**src/rtl/magic_seq_pkg.sv**
```systemverilog
package magic_seq_pkg;
  localparam int ADDR_W    = 17;
  localparam int CMP_W     = 16;
  localparam int NUM_STEPS = 6;
  localparam int STEP_W    = $clog2(NUM_STEPS);

  typedef struct packed {
    logic clear;
    logic advance;
    logic restart;
  } seqStrobe_t;

  function automatic logic [CMP_W-1:0] stepAddr(input int idx);
    case (idx)
      0:       stepAddr = 16'h4E38;
      1:       stepAddr = 16'hB1C7;
      2:       stepAddr = 16'h83E0;
      3:       stepAddr = 16'h7C1F;
      4:       stepAddr = 16'h703F;
      default: stepAddr = 16'h8FC0;
    endcase
  endfunction
endpackage

```
**src/rtl/seq_datapath.sv**
```systemverilog
module seq_datapath
  import magic_seq_pkg::*;
#(
  parameter int ADDR_BITS = ADDR_W,
  parameter int CMP_BITS  = CMP_W,
  parameter int STEPS     = NUM_STEPS
) (
  input  logic                 clk,
  input  logic                 rstN,
  input  logic [ADDR_BITS-1:0] addr,
  input  logic                 ceN,
  input  logic                 oeN,
  input  logic                 weN,
  input  seqStrobe_t           strobes,
  output logic                 accessEvt,
  output logic                 readCyc,
  output logic                 matchNext,
  output logic                 matchFirst,
  output logic                 atLast
);
  localparam int SW = $clog2(STEPS);

  logic          ceDly;
  logic [SW-1:0] step;
  logic [CMP_BITS-1:0] cmpAddr;

  always_ff @(posedge clk) begin
    if (!rstN) begin
      ceDly <= 1'b1;
      step  <= '0;
    end else begin
      ceDly <= ceN;
      if (strobes.clear)        step <= '0;
      else if (strobes.restart) step <= SW'(1);
      else if (strobes.advance) step <= step + SW'(1);
    end
  end

  assign cmpAddr    = addr[CMP_BITS-1:0];
  assign accessEvt  = ceDly & ~ceN;
  assign readCyc    = ~oeN & weN;
  assign matchNext  = (cmpAddr == stepAddr(int'(step)));
  assign matchFirst = (cmpAddr == stepAddr(0));
  assign atLast     = (step == SW'(STEPS - 1));
endmodule

```
**src/rtl/seq_control.sv**
```systemverilog
module seq_control
  import magic_seq_pkg::*;
(
  input  logic       clk,
  input  logic       rstN,
  input  logic       busy,
  input  logic       accessEvt,
  input  logic       readCyc,
  input  logic       matchNext,
  input  logic       matchFirst,
  input  logic       atLast,
  output seqStrobe_t strobes,
  output logic       storeReq
);
  logic fire;

  always_comb begin
    strobes = '0;
    fire    = 1'b0;
    if (busy) begin
      strobes.clear = 1'b1;
    end else if (accessEvt) begin
      if (readCyc && matchNext) begin
        if (atLast) begin
          fire          = 1'b1;
          strobes.clear = 1'b1;
        end else begin
          strobes.advance = 1'b1;
        end
      end else if (readCyc && matchFirst) begin
        strobes.restart = 1'b1;
      end else begin
        strobes.clear = 1'b1;
      end
    end
  end

  always_ff @(posedge clk) begin
    if (!rstN) storeReq <= 1'b0;
    else       storeReq <= fire;
  end
endmodule

```
**src/rtl/magic_seq_detect.sv**
```systemverilog
module magic_seq_detect
  import magic_seq_pkg::*;
#(
  parameter int ADDR_BITS = ADDR_W,
  parameter int CMP_BITS  = CMP_W,
  parameter int STEPS     = NUM_STEPS
) (
  input  logic                 clk,
  input  logic                 rstN,
  input  logic [ADDR_BITS-1:0] addr,
  input  logic                 ceN,
  input  logic                 oeN,
  input  logic                 weN,
  input  logic                 busy,
  output logic                 storeReq
);
  seqStrobe_t strobes;
  logic accessEvt, readCyc, matchNext, matchFirst, atLast;

  seq_datapath #(.ADDR_BITS(ADDR_BITS), .CMP_BITS(CMP_BITS), .STEPS(STEPS)) u_dp (
    .clk(clk), .rstN(rstN), .addr(addr), .ceN(ceN), .oeN(oeN), .weN(weN),
    .strobes(strobes), .accessEvt(accessEvt), .readCyc(readCyc),
    .matchNext(matchNext), .matchFirst(matchFirst), .atLast(atLast)
  );

  seq_control u_ctl (
    .clk(clk), .rstN(rstN), .busy(busy), .accessEvt(accessEvt),
    .readCyc(readCyc), .matchNext(matchNext), .matchFirst(matchFirst),
    .atLast(atLast), .strobes(strobes), .storeReq(storeReq)
  );
endmodule

```
**config.mk**
```make
export PLATFORM = sky130hd
export DESIGN_NAME = magic_seq_detect
export DESIGN_NICKNAME = d
export VERILOG_FILES = /design/src/rtl/magic_seq_pkg.sv /design/src/rtl/seq_datapath.sv /design/src/rtl/seq_control.sv /design/src/rtl/magic_seq_detect.sv
export SDC_FILE = /design/constraint.sdc
export NUM_CORES = 1
export LEC_CHECK = 0
export ABC_AREA = 1
export BUFFER_PORTS_ARGS = -buffer_cell sky130_fd_sc_hd__buf_2
export CORE_MARGIN = 4
export CORE_UTILIZATION = 56
export DETAILED_ROUTE_END_ITERATION = 8
export GPL_ROUTABILITY_DRIVEN = 0
export PLACE_DENSITY_LB_ADDON = 0.12
export SLEW_MARGIN = 20
export SYNTH_ARGS = -nofsm -noshare
export SYNTH_HDL_FRONTEND = slang
export SYNTH_SLANG_ARGS = --single-unit
```
**constraint.sdc**
```tcl
create_clock -name clk -period 4.4 [get_ports clk]
set_clock_uncertainty 0.1 [all_clocks]
set_input_delay 0.22 -clock clk [delete_from_list [all_inputs] [get_ports clk]]
set_output_delay 0.22 -clock clk [all_outputs]
set_load 0.02 [all_outputs]
```
# After elaboration in Yosys (flattened, before gate mapping)
# Cells that the tools add are included.
# classes
reduce_logical	7
n_eq_ne	7
n_mux	13
n_bitwise	7
add_sub_neg	1
# ops
cell	n
one-hot mux 16 bit (5 select lines)	1
== test 16 x 15 -> 1 bit, second input constant	1
== test 16 bit	1
two-way mux 1 bit	10
== test 3 x 2 -> 1 bit, second input constant	2
== test 3 bit, second input constant	2
NOT 1 bit	5
OR reduction 4 bit	1
adder 3 x 1 -> 3 bit, second input constant	1
== test 3 x 1 -> 1 bit, second input constant	1
zero test 3 bit	1
two-way mux 3 bit	1
OR reduction 3 bit	1
AND 1 bit	2
logical AND 1 bit	2
two-way mux 2 bit	1
nonzero test 2 bit	1
OR reduction 2 bit	1
# word_totals
register_bits	5
in_bits	23
wordCells	39

# Depth between registers and ports, before layout
# logic_depth
word_depth	9
depth_mapped	15

# Hierarchy
# A second synthesis with hierarchy kept.
# unflattened
cells_unflattened	113
area_unflattened_um2	634.4
# by_module_without_submodules
mod	cells_per_inst	seq_area_each_um2	area_each_um2	n_inst
seq_datapath	99	80.1	555.5	1
seq_control	14	20.0	78.8	1

# Worst setup path before layout
# OpenSTA, ideal clock, no wires.
# synth_path
kind	register to register
startpoint	register u_dp.step[0]
endpoint	register u_dp.step[2]
setup_time_ps	112
arrival_ps	1639
path_stages_with_launch	15
path_slack_ps	2548
cell_sequence	dfxtp_1 inv_1 ha_1 inv_2 nand2_4 a21boi_1 nand2_1 nor2_2 nand3_2 nor2_4 nand3_2 nand2_1 nand2_1 inv_1 nor2_1
# synth_between
elab_chain_len	8
# synth_rtl
item	line_no	text
start: declaration	seq_datapath.sv:24	logic [SW-1:0] step;
start signal: assignment	seq_datapath.sv:35	else if (strobes.advance) step <= step + SW'(1);
== test 3 bit (tied with other cells)	magic_seq_pkg.sv:14	case (idx)
one-hot mux 16 bit (5 select lines)	magic_seq_pkg.sv:14	
== test 16 bit	seq_datapath.sv:42	assign matchNext = (cmpAddr == stepAddr(int'(step)));
logical AND 1 bit	seq_control.sv:23	if (readCyc && matchNext) begin
two-way mux 1 bit	seq_control.sv:23	
two-way mux 3 bit	seq_control.sv:22	end else if (accessEvt) begin
two-way mux 2 bit or two-way mux 1 bit (tied branches)	seq_control.sv:20	if (busy) begin
OR reduction 3 bit (no line)	--	
# Several ways; a longest one is shown, not always the timed one.
# A chain may end at the register's enable or synchronous reset.

# Worst setup path in the final report
# Ends and elaborated chain as after synthesis.

==> impl_metrics.yaml <==
run_status:
  status: "finished clean"
grt:
  grt_max_degree: 10
  overflow: 0
  first_global_vias: 848
  grt_pass1_wl_microns: 3260
  track_usage_pct: 19.7
  antenna_found_initial: 0
routing:
  firstDrtPassIters: 5
  drc: 0
  via_per_inst: 5.11
  antenna_left: 0
  drt-total-wl_microns: 2130
  drt_iter0_drc: 25
  vias: 1067
  post_drt_wl_per_cell_microns: 10.2
synth:
  synth-seq-cells: 5
  avgSynthCellArea_sq_um: 5.44
  synth_cells: 167
  synth_ff_type: "dfxtp_1"
  synth_area_sq_um: 908
  synth_nets: 195
  synth.distinct_cells: 24
  yosysWarnings: 0
  synth_edf_count: 0
  synthArstFlopShare_pct: 0
  synth-seq-area-share_pct: 11.0
min_path:
  min_path_cells: 2
  hold_end: "u_dp.ceDly$_SDFF_PN1_"
  min_path_type: "primary input to register"
  worstHoldStart: "rstN"
setup_path:
  required_ps: 4430
  start_kind: "register"
  worst-setup-path-type: "register to register"
  critPathArrivalTime_ps: 2190
  reg2reg_depth: 15
  crit_fanout: 9
  endpoint_kind: "register"
  r2r_start: "u_dp.step[0]$_SDFFE_PP0P_"
  reg2reg_slack_ps: 2240
  rr_endpoint: "u_dp.step[2]$_SDFFE_PP0P_"
cells_and_area:
  drive_gt1_share_pct: 20.2
  multi_input_area_sq_um: 686
  n_fill_cell: 153
  final_cells: 209
  fin_nets: 222
  area_growth_syn_to_layout_pct: 17.2
  antennaDiodeCount: 0
  fin_util_pct: 69.9
  regArea_sq_um: 100
pwr:
  power.density_nw_per_um2: 127
  p_total_mw: 0.135
  p_comb_share_pct: 26.5
  power_switching_mw: 0.0397
  clkPwrFrac_pct: 39.3
  p_int_mw: 0.0951
  leakagePower_nw: 0.619
  seq_power_share_pct: 34.2
  swShare_pct: 29.4
  ir_drop_uv: 132
sta:
  max_freq_ghz: 0.464
  fin_crit_sh_pct: 49.0
  drv_slew: 0
  finalSetupViolations: 0
  period_minus_slack_ps: 2160
  whs_ps: 48.1
  relSlewSlack_pct: 71.1
  finalHoldViolCount: 0
  worst_slew_pin_slew_ps: 429
  rsz0062_at_grt: "false"
  tns_ps: 0
cts:
  clk_latency_ps: 240
  post_cts.repair.setup_buffers: 0
  cts_tree: "built"
  cts_resized: 0
  ctsRootBufferMaster: "clkbuf_4"
  cts_htree_levels: 1
  numCtsBuffers: 3
  cts_sinks: 5
  cts_hold_buffers: 0
  cts.path.max_buffers: 2
  clkTransAtPathRegs_ps: 40
place:
  dp.cells: 205
  numPortBuffers: 22
  dp_hpwl_microns: 1800
die:
  core_area_sq_um: 1520
  die_area_sq_um: 2330
  die_w_microns: 48.3
  die_y_microns: 48.3
  start_util_pct: 59.6
  pin_count: 24
  std_cell_rows: 14
flow_run:
  cap_violations: 0
## cell type report
type                    count  share of cell area, %
repair buffers             22                   10.3
inverters                  32                   11.5
well taps                  16                   1.88
flip-flops and latches      5                   9.40
clock buffers               4                   2.47
multi-input cells         130                   64.4
## routing by layer
metal	wire length (microns)	share of wire [%]	vias up	track usage, %
li1	-	-	581	-
met5	0	0	-	0
met3	119	5.6	2	2.21
met1	922	43	454	23.5
met4	12	0.56	0	8.06
met2	1080	50	30	35.2
## power by group through the flow
stage | clock network, mW | logic (mW) | registers [mW]
after floorplan | 0 | 0.0195 | 0.0468
after global placement | 0 | 0.0341 | 0.0469
after detailed placement | 0 | 0.0351 | 0.0469
after CTS | 0.0554 | 0.0354 | 0.0461
after global routing | 0.0575 | 0.0402 | 0.0460
final | 0.0530 | 0.0357 | 0.0461
## state kept, by name, summed over array words and instances (netlist names)
name and cells:
u_dp.ceDly 1, u_ctl.storeReq 1, u_dp.step 3
## worst max-delay path: stages (launching register included)
cell	delay [ps]
dfxtp_1	340
inv_1	120
ha_1	310
inv_2	120
nand2_4	140
nand2_4	80
nand2_1	70
nand2_1	60
nor2_2	140
nand3_2	110
nor2_4	140
nand3_2	100
nand2_1	80
nand2_1	50
inv_1	50
nor2_1	40
## synth_stat cells (2+ instances only)
cell type / count / area (sq um)
nand4_1: 7 / 43.8
nor2_1: 19 / 71.3
dfxtp_1: 5 / 100
a21oi_1: 2 / 10.0
ha_1: 5 / 62.6
nor3_1: 3 / 15.0
nand2_4: 3 / 33.8
nand3_1: 17 / 85.1
nand3_2: 3 / 30.0
nand2_1: 58 / 218
nor4_1: 2 / 12.5
inv_1: 30 / 113
nand3b_1: 2 / 15.0
## how the worst max path moves through the flow
stage,cells past startpoint,to,start
after global routing,14,u_dp.step[0]$_SDFFE_PP0P_,u_dp.step[0]$_SDFFE_PP0P_
after detailed placement,14,u_dp.step[2]$_SDFFE_PP0P_,u_dp.step[0]$_SDFFE_PP0P_
final,15,u_dp.step[2]$_SDFFE_PP0P_,u_dp.step[0]$_SDFFE_PP0P_
after global placement,13,u_dp.step[1]$_SDFFE_PP0P_,u_dp.step[0]$_SDFFE_PP0P_
after CTS,14,u_dp.step[2]$_SDFFE_PP0P_,u_dp.step[0]$_SDFFE_PP0P_
after floorplan,14,u_dp.step[2]$_SDFFE_PP0P_,u_dp.step[0]$_SDFFE_PP0P_
## cells by family after synthesis
logic type	after synthesis	share of synthesized area [%]
compound gates	7	6.89
fa+ha+maj	5	6.89
buf+inv	32	13.5
flops	5	11.0
simple gates	118	61.7
## metrics by stage
| step | area [sq um] | setup WS (ps) |
|---|---|---|
| after detailed placement | 1040 | 2280 |
| after global routing | 1060 | 2030 |
| after CTS | 1060 | 2260 |
| final | 1060 | 2240 |
| after global placement | 1040 | 2330 |
| after floorplan | 908 | 2550 |
## layout by cell type, fill, tap and decap left out, types with 2 or more instances in the layout
cell type	Yosys	routed
nor2_1	19	19
nand2_1	58	58
clkbuf_4	0	3
ha_1	5	5
a21oi_1	2	2
nand3_2	3	3
nor4_1	2	2
nand4_1	7	7
nand3b_1	2	2
buf_2	0	22
nor3_1	3	3
nand2_4	3	3
nand3_1	17	17
inv_1	30	30
dfxtp_1	5	5
Note: power is estimated with default switching activity, not from simulation.
